--- config.mk ---
export PLATFORM = sky130hd
export DESIGN_NAME = uart_rxbuf
export DESIGN_NICKNAME = d
export VERILOG_FILES = /design/src/rtl/rxb_pkg.sv /design/src/rtl/rxb_hold.sv /design/src/rtl/rxb_queue.sv /design/src/rtl/rxb_status.sv /design/src/rtl/rxb_flow.sv /design/src/rtl/uart_rxbuf.sv
export SDC_FILE = /design/constraint.sdc
export NUM_CORES = 1
export LEC_CHECK = 0
export ABC_AREA = 1
export BUFFER_PORTS_ARGS = -buffer_cell sky130_fd_sc_hd__buf_2
export CAP_MARGIN = 20
export CORE_ASPECT_RATIO = 1.75
export CORE_UTILIZATION = 50
export CTS_BUF_LIST = sky130_fd_sc_hd__clkbuf_8
export DETAILED_ROUTE_END_ITERATION = 10
export PLACE_DENSITY = 0.8
export SKIP_CTS_REPAIR_TIMING = 1
export SYNTH_ARGS = -nofsm -noshare
export SYNTH_HDL_FRONTEND = slang
export SYNTH_SLANG_ARGS = --single-unit
--- constraint.sdc ---
create_clock -name clk_i -period 2.3 [get_ports clk_i]
set_clock_uncertainty 0.1 [all_clocks]
set_input_delay 0 -clock clk_i [delete_from_list [all_inputs] [get_ports clk_i]]
set_output_delay 0 -clock clk_i [all_outputs]
set_load 0.02 [all_outputs]
--- src/rtl/rxb_pkg.sv ---
package rxb_pkg;
   // per-character error flags carried with every queued entry
   typedef struct packed {
      logic brk;
      logic frm;
      logic par;
   } rxb_flags_t;

   localparam int unsigned RXB_FLAG_W = $bits(rxb_flags_t);
endpackage

--- src/rtl/rxb_hold.sv ---
module rxb_hold
   import rxb_pkg::*;
#(
   parameter int unsigned DATA_W = 8
) (
   input  logic              clk_i,
   input  logic              srst_i,
   input  logic              chr_valid_i,
   input  logic [DATA_W-1:0] chr_data_i,
   input  rxb_flags_t        chr_flags_i,
   input  logic              room_i,
   input  logic              start_det_i,
   output logic              push_o,
   output logic [DATA_W-1:0] push_data_o,
   output rxb_flags_t        push_flags_o,
   output logic              hold_valid_o,
   output logic              ovr_set_o
);
   logic              hv_q;
   logic [DATA_W-1:0] hd_q;
   rxb_flags_t        hf_q;

   // the held character has priority over a freshly completed one
   assign push_o       = room_i && (hv_q || chr_valid_i);
   assign push_data_o  = hv_q ? hd_q : chr_data_i;
   assign push_flags_o = hv_q ? hf_q : chr_flags_i;
   assign hold_valid_o = hv_q;
   assign ovr_set_o    = start_det_i && hv_q && !room_i;

   always_ff @(posedge clk_i) begin
      if (srst_i) begin
         hv_q <= 1'b0;
         hd_q <= '0;
         hf_q <= '0;
      end else if (chr_valid_i && (hv_q || !room_i)) begin
         // new character lands in the holding stage (old one, if any, is lost)
         hv_q <= 1'b1;
         hd_q <= chr_data_i;
         hf_q <= chr_flags_i;
      end else if (room_i) begin
         hv_q <= 1'b0;
      end
   end

   AST_HOLD_DRAINS: assert property (@(posedge clk_i) disable iff (srst_i)
      hv_q && room_i && !chr_valid_i |=> !hv_q);
endmodule

--- src/rtl/rxb_queue.sv ---
module rxb_queue
   import rxb_pkg::*;
#(
   parameter  int unsigned DATA_W = 8,
   parameter  int unsigned DEPTH  = 3,
   localparam int unsigned PTR_W  = (DEPTH > 1) ? $clog2(DEPTH) : 1,
   localparam int unsigned CNT_W  = $clog2(DEPTH + 1)
) (
   input  logic              clk_i,
   input  logic              srst_i,
   input  logic              push_i,
   input  logic [DATA_W-1:0] push_data_i,
   input  rxb_flags_t        push_flags_i,
   input  logic              pop_i,
   output logic [DATA_W-1:0] head_data_o,
   output rxb_flags_t        head_flags_o,
   output logic              arrive_o,
   output rxb_flags_t        arrive_flags_o,
   output logic [CNT_W-1:0]  count_o
);
   logic [DATA_W-1:0] dat_q [DEPTH];
   rxb_flags_t        flg_q [DEPTH];
   logic [PTR_W-1:0]  rp_q, wp_q, rp_inc, wp_inc;
   logic [CNT_W-1:0]  cnt_q;
   logic              deep;

   // pointer wrap: free-running for power-of-two depths, compare otherwise
   if ((DEPTH & (DEPTH - 1)) == 0) begin : g_pow2
      assign rp_inc = rp_q + 1'b1;
      assign wp_inc = wp_q + 1'b1;
   end else begin : g_wrap
      assign rp_inc = (rp_q == PTR_W'(DEPTH - 1)) ? '0 : rp_q + 1'b1;
      assign wp_inc = (wp_q == PTR_W'(DEPTH - 1)) ? '0 : wp_q + 1'b1;
   end

   assign head_data_o  = dat_q[rp_q];
   assign head_flags_o = (cnt_q != '0) ? flg_q[rp_q] : '0;
   assign count_o      = cnt_q;
   assign deep         = cnt_q >= CNT_W'(2);

   // an entry reaches the head either by shifting up or by entering empty
   assign arrive_o = (pop_i && deep) ||
                     (push_i && ((cnt_q == '0) || (cnt_q == CNT_W'(1) && pop_i)));
   assign arrive_flags_o = (pop_i && deep) ? flg_q[rp_inc] : push_flags_i;

   always_ff @(posedge clk_i) begin
      if (push_i) begin
         dat_q[wp_q] <= push_data_i;
         flg_q[wp_q] <= push_flags_i;
      end
   end

   always_ff @(posedge clk_i) begin
      if (srst_i) begin
         rp_q  <= '0;
         wp_q  <= '0;
         cnt_q <= '0;
      end else begin
         if (push_i) wp_q <= wp_inc;
         if (pop_i)  rp_q <= rp_inc;
         cnt_q <= cnt_q + CNT_W'(push_i) - CNT_W'(pop_i);
      end
   end

   AST_NO_OVERFLOW: assert property (@(posedge clk_i) disable iff (srst_i)
      push_i |-> (cnt_q != CNT_W'(DEPTH)) || pop_i);
   AST_NO_UNDERFLOW: assert property (@(posedge clk_i) disable iff (srst_i)
      pop_i |-> cnt_q != '0);
   AST_POP_DECREMENTS: assert property (@(posedge clk_i) disable iff (srst_i)
      pop_i && !push_i |=> cnt_q == $past(cnt_q) - CNT_W'(1));
   AST_COUNT_BOUND: assert property (@(posedge clk_i) disable iff (srst_i)
      cnt_q <= CNT_W'(DEPTH));
endmodule

--- src/rtl/rxb_status.sv ---
module rxb_status
   import rxb_pkg::*;
(
   input  logic       clk_i,
   input  logic       srst_i,
   input  logic       blk_mode_i,
   input  logic       clr_i,
   input  logic       arrive_i,
   input  rxb_flags_t arrive_flags_i,
   input  rxb_flags_t head_flags_i,
   input  logic       ovr_set_i,
   output rxb_flags_t rep_flags_o,
   output logic       ovr_o
);
   rxb_flags_t acc_q;
   logic       ovr_q;

   always_ff @(posedge clk_i) begin
      if (srst_i) begin
         acc_q <= '0;
         ovr_q <= 1'b0;
      end else begin
         acc_q <= (clr_i ? rxb_flags_t'('0) : acc_q) |
                  (arrive_i ? arrive_flags_i : rxb_flags_t'('0));
         ovr_q <= ovr_set_i || (ovr_q && !clr_i);
      end
   end

   assign rep_flags_o = blk_mode_i ? acc_q : head_flags_i;
   assign ovr_o       = ovr_q;

   AST_OVR_STICKY: assert property (@(posedge clk_i) disable iff (srst_i)
      ovr_q && !clr_i |=> ovr_q);
   AST_ACC_CLEARED: assert property (@(posedge clk_i) disable iff (srst_i)
      clr_i && !arrive_i |=> acc_q == '0);
   AST_ACC_KEEPS: assert property (@(posedge clk_i) disable iff (srst_i)
      !clr_i |=> (acc_q & $past(acc_q)) == $past(acc_q));
endmodule

--- src/rtl/rxb_flow.sv ---
module rxb_flow (
   input  logic clk_i,
   input  logic srst_i,
   input  logic ready_i,
   input  logic full_i,
   input  logic start_det_i,
   input  logic tx_ready_i,
   input  logic cfg_irq_full_i,
   input  logic cfg_dma_tx_i,
   input  logic cfg_auto_rts_i,
   output logic irq_o,
   output logic dma_req_o,
   output logic rts_o
);
   logic rts_q;

   always_ff @(posedge clk_i) begin
      if (srst_i || !cfg_auto_rts_i) rts_q <= 1'b1;
      else if (start_det_i && full_i) rts_q <= 1'b0;
      else if (!full_i)               rts_q <= 1'b1;
   end

   assign irq_o     = cfg_irq_full_i ? full_i : ready_i;
   assign dma_req_o = cfg_dma_tx_i ? tx_ready_i : ready_i;
   assign rts_o     = rts_q;

   AST_RTS_NEGATE: assert property (@(posedge clk_i) disable iff (srst_i)
      cfg_auto_rts_i && start_det_i && full_i |=> !rts_o);
   AST_RTS_RESTORE: assert property (@(posedge clk_i) disable iff (srst_i)
      !full_i |=> rts_o);
endmodule

--- src/rtl/uart_rxbuf.sv ---
module uart_rxbuf
   import rxb_pkg::*;
#(
   parameter int unsigned DATA_W = 8,
   parameter int unsigned DEPTH  = 3
) (
   input  logic              clk_i,
   input  logic              srst_i,
   input  logic              chr_valid_i,
   input  logic [DATA_W-1:0] chr_data_i,
   input  logic              chr_par_i,
   input  logic              chr_frm_i,
   input  logic              chr_brk_i,
   input  logic              start_det_i,
   input  logic              rd_strobe_i,
   input  logic              clr_err_i,
   input  logic              cfg_blk_mode_i,
   input  logic              cfg_irq_full_i,
   input  logic              cfg_dma_tx_i,
   input  logic              cfg_auto_rts_i,
   input  logic              tx_ready_i,
   output logic [DATA_W-1:0] head_data_o,
   output logic              err_par_o,
   output logic              err_frm_o,
   output logic              err_brk_o,
   output logic              ready_o,
   output logic              full_o,
   output logic              ovr_o,
   output logic              irq_o,
   output logic              dma_req_o,
   output logic              rts_o
);
   localparam int unsigned CNT_W = $clog2(DEPTH + 1);

   if (DATA_W < 5 || DATA_W > 9) begin : g_bad_width
      $error("uart_rxbuf: DATA_W must lie between 5 and 9");
   end
   if (DEPTH < 2) begin : g_bad_depth
      $error("uart_rxbuf: DEPTH must be at least 2");
   end

   rxb_flags_t        chr_flags, push_flags, head_flags, arrive_flags, rep_flags;
   logic [DATA_W-1:0] push_data;
   logic [CNT_W-1:0]  count;
   logic              push, pop, room, hold_valid, ovr_set, arrive;

   assign chr_flags = '{brk: chr_brk_i, frm: chr_frm_i, par: chr_par_i};
   assign ready_o   = count != '0;
   assign full_o    = count == CNT_W'(DEPTH);
   assign pop       = rd_strobe_i && ready_o;
   assign room      = !full_o || pop;

   rxb_hold #(.DATA_W(DATA_W)) hold_i (
      .clk_i        (clk_i),
      .srst_i       (srst_i),
      .chr_valid_i  (chr_valid_i),
      .chr_data_i   (chr_data_i),
      .chr_flags_i  (chr_flags),
      .room_i       (room),
      .start_det_i  (start_det_i),
      .push_o       (push),
      .push_data_o  (push_data),
      .push_flags_o (push_flags),
      .hold_valid_o (hold_valid),
      .ovr_set_o    (ovr_set)
   );

   rxb_queue #(.DATA_W(DATA_W), .DEPTH(DEPTH)) queue_i (
      .clk_i          (clk_i),
      .srst_i         (srst_i),
      .push_i         (push),
      .push_data_i    (push_data),
      .push_flags_i   (push_flags),
      .pop_i          (pop),
      .head_data_o    (head_data_o),
      .head_flags_o   (head_flags),
      .arrive_o       (arrive),
      .arrive_flags_o (arrive_flags),
      .count_o        (count)
   );

   rxb_status status_i (
      .clk_i          (clk_i),
      .srst_i         (srst_i),
      .blk_mode_i     (cfg_blk_mode_i),
      .clr_i          (clr_err_i),
      .arrive_i       (arrive),
      .arrive_flags_i (arrive_flags),
      .head_flags_i   (head_flags),
      .ovr_set_i      (ovr_set),
      .rep_flags_o    (rep_flags),
      .ovr_o          (ovr_o)
   );

   rxb_flow flow_i (
      .clk_i          (clk_i),
      .srst_i         (srst_i),
      .ready_i        (ready_o),
      .full_i         (full_o),
      .start_det_i    (start_det_i),
      .tx_ready_i     (tx_ready_i),
      .cfg_irq_full_i (cfg_irq_full_i),
      .cfg_dma_tx_i   (cfg_dma_tx_i),
      .cfg_auto_rts_i (cfg_auto_rts_i),
      .irq_o          (irq_o),
      .dma_req_o      (dma_req_o),
      .rts_o          (rts_o)
   );

   assign err_par_o = rep_flags.par;
   assign err_frm_o = rep_flags.frm;
   assign err_brk_o = rep_flags.brk;

   AST_HOLD_NEEDS_FULL: assert property (@(posedge clk_i) disable iff (srst_i)
      hold_valid |-> full_o);
   AST_SAME_CYCLE_RD_PUSH: assert property (@(posedge clk_i) disable iff (srst_i)
      full_o && pop && push |=> full_o);
   AST_OVR_NEEDS_HOLD: assert property (@(posedge clk_i) disable iff (srst_i)
      !ovr_o ##1 ovr_o |-> $past(hold_valid));
endmodule

==> results of run 1 <==
area by class of cell:
type / count / area share
Clock buffer: 9 / 0.0395
Tap cell: 52 / 0.0207
Clock inverter: 7 / 0.0271
Multi-Input combinational cell: 190 / 0.271
Timing Repair Buffer: 60 / 0.128
Sequential cell: 58 / 0.475
Inverter: 32 / 0.0383
synthesized netlist by cell type (all sizes together):
cell     count  share of area
nand3b       1         0.0030
buf          9          0.025
dfxtp       25           0.20
nor3         2         0.0040
or2          1         0.0025
clkinv       1         0.0015
o211ai       3         0.0089
nand2       84           0.13
edfxtp      33           0.39
o21ai       19          0.045
inv         31          0.046
ha           1         0.0050
nand3        5         0.0099
o2111ai      1         0.0035
a21oi       33          0.065
nor2        40          0.062
per-stage QoR:
stage / total power [µW] / hold WS [ps] / instance area (µm²) / instances / util
after floorplan: 1450 / -3.50 / 2520 / 289 / -
after global placement: 1560 / 103 / 2740 / 373 / 0.577
after global routing: 2660 / 219 / 3140 / 408 / 0.661
after detailed placement: 1570 / 109 / 2740 / 373 / 0.577
after CTS: 2550 / -243 / 2950 / 389 / 0.621
final: 2550 / 194 / 3140 / 408 / 0.661
critical path, delay by kind of cell (launching register included):
family                 cells  cell delay [ps]
AO/OA/AOI/OAI              1               70
buffers and inverters      2              170
flip-flops                 1              350
AND/OR/NAND/NOR            4              920
kinds of logic after synthesis:
kind of cell / Yosys count / share of synthesized area
AND/OR/NAND/NOR: 133 / 0.209
flip-flops: 58 / 0.591
AO/OA/AOI/OAI: 56 / 0.123
buffers and inverters: 41 / 0.0728
adder cells (fa/ha/maj): 1 / 0.00495
power breakdown:
part / total [µW] / internal [µW] / switching (µW)
Sequential: 1190 / 1160 / 31.8
Combinational: 385 / 140 / 245
Clock: 980 / 598 / 383
Total: 2550 / 1890 / 660
sequential cells by signal, summed over array words and instances, names as in the netlist, named ones only:
signal / count
queue_i.flg_q: 9
hold_i.hold_valid_o: 1
flow_i.rts_o: 1
queue_i.wp_q: 2
hold_i.hd_q: 8
status_i.ovr_o: 1
queue_i.count_o: 2
queue_i.rp_q: 2
queue_i.dat_q: 24
hold_i.hf_q: 3
status_i.acc_q: 3
worst max-delay path by stage:
stage,startpoint,end,cells after the start
global route,queue_i.count_o[1]$_SDFF_PP0_,queue_i.dat_q[1][1]$_DFFE_PP_,7
finish,queue_i.count_o[1]$_SDFF_PP0_,queue_i.dat_q[1][3]$_DFFE_PP_,7
CTS,queue_i.count_o[1]$_SDFF_PP0_,queue_i.dat_q[1][3]$_DFFE_PP_,7
floorplan,queue_i.count_o[1]$_SDFF_PP0_,queue_i.dat_q[2][0]$_DFFE_PP_,5
global placement,queue_i.count_o[1]$_SDFF_PP0_,queue_i.dat_q[1][5]$_DFFE_PP_,7
detailed placement,queue_i.count_o[1]$_SDFF_PP0_,queue_i.dat_q[1][5]$_DFFE_PP_,7
per-layer routing:
| metal | wire [µm] | up-vias | track usage |
|---|---|---|---|
| met5 | 0 | - | 0 |
| met4 | 153 | 0 | 0.154 |
| met1 | 1880 | 918 | 0.215 |
| met3 | 302 | 13 | 0.0497 |
| li1 | - | 1065 | - |
| met2 | 2740 | 68 | 0.350 |
placed cells by master (no fill, tap or decap), types with 2 or more instances in the layout:
master          n
a21oi_1        33
o21ai_0        11
dlygate4sd3_1  19
nand2_2         2
inv_1          28
inv_2           4
clkinv_1        2
buf_4           3
buf_2          38
edfxtp_1       33
o211ai_1        3
o21ai_1         5
o21ai_2         2
nand3_1         5
nor3_1          2
clkinv_2        2
dfxtp_1        25
clkbuf_8        9
nand2_1        82
nor2_1         39
bufinv_16       2
==> results_dict.tcl, run 1 <==
set metrics [dict create \
    status "finished, final reports clean" \
    drive_gt1_frac 0.185 \
    grt.overflow.total 0 \
    hold_violations 0 \
    cpPeakStageDelay_ps 650 \
    dr.pass1.iters 4 \
    slowest_stage "nor2_1" \
    worstPathArrival_ps 1820 \
    grt_pass1_vias 1834 \
    wl_um 5080 \
    synthCells 289 \
    r2r_cells 7 \
    period_needed_ps 1970 \
    grt_max_degree 17 \
    ir_drop_mv 0.581 \
    drc 0 \
    n_fill_cell 375 \
    clkSlewWorstSetupHoldPaths_ps 60 \
    ios 39 \
    hp-start "cfg_irq_full_i" \
    rr_endpoint "queue_i.dat_q[1][3]$_DFFE_PP_" \
    dp_hpwl_um 3550 \
    cap_violations 0 \
    syn_to_final_growth_pct 24.3 \
    multiInputGateArea_um2 850 \
    post_drt_wl_per_cell_um 12.4 \
    finalSetupTns_ps 0 \
    clk_latency_ps 330 \
    timing.rr.start "queue_i.count_o[1]$_SDFF_PP0_" \
    place_ws_ps 323 \
    path_max_fanout 11 \
    drt_iter0_drc 57 \
    finalMaxSlewViolations 0 \
    setup_slack_ps 335 \
    fmax_ghz 0.509 \
    nets 374 \
    antenna_found_initial 0 \
    setup_viol 0 \
    die_h_um 96.0 \
    hold_path_class "in2out" \
    cts_buffers 9 \
    die_area_um2 5350 \
    cp-end-kind "flop" \
    core_um2 4750 \
    vias 2064 \
    yosys_warnings 0 \
    regArea_um2 1490 \
    cp_common_cell "inv_1" \
    fp-row-count 33 \
    cts_tree "yes" \
    cts.sinks 58 \
    root_buffer "clkbuf_8" \
    rsz0062_at_grt "no" \
    slew_headroom 0.435 \
    antenna_left 0 \
    ctsLongestPathBuffers 2 \
    synthesis.area_um2 2520 \
    gp_congestion 0.812 \
    min_to "irq_o" \
    reg2reg_slack_ps 330 \
    holdPathStages 3 \
    path_class "reg2reg" \
    power_density_nw_per_um2 813 \
    seq_area_frac_synth 0.591 \
    crit_required_ps 2160 \
    worst_pin_slew_ps 844 \
    synthesis.nets 312 \
    ys_ff_latch 58 \
    fin_crit_sh 0.854 \
    grt_pass1_wl_um 8050 \
    portBuffers 38 \
    antenna_cells 0 \
    crit_path_start_kind "flop" \
    ys_types 23 \
    h-tree-depth 3 \
    p_leak_uw 0.00138 \
    start_util 0.532 \
    vias_per_cell 5.06 \
    die_width_um 55.7 \
    synth_area_per_cell_um2 8.74 \
    grt_usage 0.204 \
    path_cells "nand2_2 -> nor2_4 -> inv_1 -> o21ai_2 -> inv_1 -> nand2_1 -> nor2_1" \
]
No activity file was read; power rests on OpenSTA's default activity.
==> inputs of run 2 (changes only) <==
--- a/config.mk
+++ b/config.mk
@@ -13,6 +13,7 @@
 export CTS_BUF_LIST = sky130_fd_sc_hd__clkbuf_8
 export DETAILED_ROUTE_END_ITERATION = 10
 export PLACE_DENSITY = 0.8
+export RECOVER_POWER = 50
 export SKIP_CTS_REPAIR_TIMING = 1
 export SYNTH_ARGS = -nofsm -noshare
 export SYNTH_HDL_FRONTEND = slang
==> run 2 against run 1 <==
First-iteration DRC count up 1.8%; hold slack better by 12 ps; clock power up 0.5%; fmax down 5.3%; global-route usage unchanged; sequential share of layout area up 0.29 points; non-clock buffer count unchanged; sequential power about the same; register-to-register slack worse by 110 ps; critical path type unchanged; highest routed layer unchanged; sequential cell count unchanged; worst setup slack worse by 110 ps; combinational power about the same.
==> results_dict.tcl, run 2 (synthesized netlist as in run 1, its figures left out) <==
set metrics [dict create \
    final_cell_mix "nand2_1, nor2_1, a21oi_1, edfxtp_1, buf_2" \
    p_leak_uw 0.00136 \
    cts_tree "yes" \
    drt_iter0_drc 58 \
    ir_drop_mv 0.585 \
    cts.sinks 58 \
    total_power_uw 2550 \
    die_area_um2 5350 \
    path_class "reg2reg" \
    power.share.combinational 0.149 \
    power_density_nw_per_um2 819 \
    internal_power_uw 1890 \
    fin_crit_sh 0.902 \
    vias 2087 \
    setup_viol 0 \
    drive_gt1_frac 0.160 \
    rsz0062_at_grt "no" \
    cp-end-kind "flop" \
    finalSetupTns_ps 0 \
    largest_reg_flops 24 \
    fmax_ghz 0.482 \
    start_util 0.532 \
    wl_um 5140 \
    reg_top3 "queue_i.dat_q: 24 flops, queue_i.flg_q: 9 flops, hold_i.hd_q: 8 flops" \
    gp_congestion 0.812 \
    grt_usage 0.204 \
    period_needed_ps 2080 \
    place_area_um2 2740 \
    ctsLongestPathBuffers 2 \
    cts_buffers 9 \
    grt.overflow.total 0 \
    final_common_cell "nand2_1" \
    multiInputGateArea_um2 842 \
    worstPathArrival_ps 2250 \
    clk_latency_ps 330 \
    root_buffer "clkbuf_8" \
    die_width_um 55.7 \
    ios 39 \
    finalMaxSlewViolations 0 \
    syn_to_final_growth_pct 23.5 \
    cap_violations 0 \
    clock_power_share 0.386 \
    dp_hpwl_um 3550 \
    path_max_fanout 16 \
    power_switching_uw 664 \
    crit_required_ps 2480 \
    p_sw_frac 0.260 \
    holdWs_ps 206 \
    portBuffers 38 \
    pwr-share-seq 0.465 \
    fp-row-count 33 \
    nets 374 \
    drc 0 \
    clkSlewWorstSetupHoldPaths_ps 60 \
    crit_path_start_kind "flop" \
    grt_max_degree 17 \
    antenna_left 0 \
    vias_per_cell 5.12 \
    grt_pass1_wl_um 8050 \
    antenna_found_initial 0 \
    dr.pass1.iters 4 \
    n_fill_cell 382 \
    die_h_um 96.0 \
    hold_violations 0 \
    core_um2 4750 \
    final_area_um2 3120 \
    hold_path_class "in2out" \
    regArea_um2 1490 \
    status "finished, final reports clean" \
    largest-register "queue_i.dat_q" \
    grt_pass1_vias 1834 \
    slew_headroom 0.429 \
    antenna_cells 0 \
    h-tree-depth 3 \
    post_drt_wl_per_cell_um 12.6 \
    worst_pin_slew_ps 853 \
]
==> run 2: routing by layer <==
layer / GRT usage / share of wire / up-vias
li1: - / - / 1061
met4: 0.154 / 0.037 / 0
met5: 0 / 0 / -
met1: 0.215 / 0.37 / 945
met3: 0.0497 / 0.047 / 19
met2: 0.350 / 0.54 / 62
==> run 2: final timing paths <==
| check | from | end | slack, ps | cells after the start |
|---|---|---|---|---|
| setup / recovery | hold_i.hold_valid_o$_SDFFE_PP0P_ | status_i.acc_q[1]$_SDFF_PP0_ | 220 | 8 |
| hold / removal | cfg_dma_tx_i | dma_req_o | 210 | 3 |
| hold reg to reg | hold_i.hf_q[2]$_SDFFE_PP0P_ | hold_i.hf_q[2]$_SDFFE_PP0P_ | 350 | 2 |
| setup reg to reg | hold_i.hold_valid_o$_SDFFE_PP0P_ | status_i.acc_q[1]$_SDFF_PP0_ | 220 | 8 |
==> run 2: worst max-delay path, cell delays in order, from the launching register on <==
cell and delay [ps]:
dfxtp_1 340, buf_4 230, inv_1 210, nand2_1 120, nand2_1 80, a21oi_1 170, nand2_1 80, a21oi_1 130
dlygate4sd3_1 550
==> run 2: final cells by class <==
class / count / area share
Clock buffer: 9 / 0.0397
Clock inverter: 7 / 0.0273
Inverter: 32 / 0.0385
Multi-Input combinational cell: 190 / 0.270
Sequential cell: 58 / 0.478
Tap cell: 52 / 0.0209
Timing Repair Buffer: 60 / 0.126
==> run 2: per-stage QoR <==
step | util | setup WS, ps | instances
floorplan | - | 398 | 289
global placement | 0.577 | 388 | 373
detailed placement | 0.577 | 323 | 373
CTS | 0.621 | 312 | 389
global route | 0.657 | 79.5 | 408
finish | 0.657 | 225 | 408
==> run 2: power groups by stage <==
stage	Combinational (µW)	Sequential, µW	Clock [µW]
floorplan	251	1200	0
global placement	353	1210	0
detailed placement	361	1210	0
CTS	363	1190	1000
global route	427	1190	1040
finish	382	1190	985
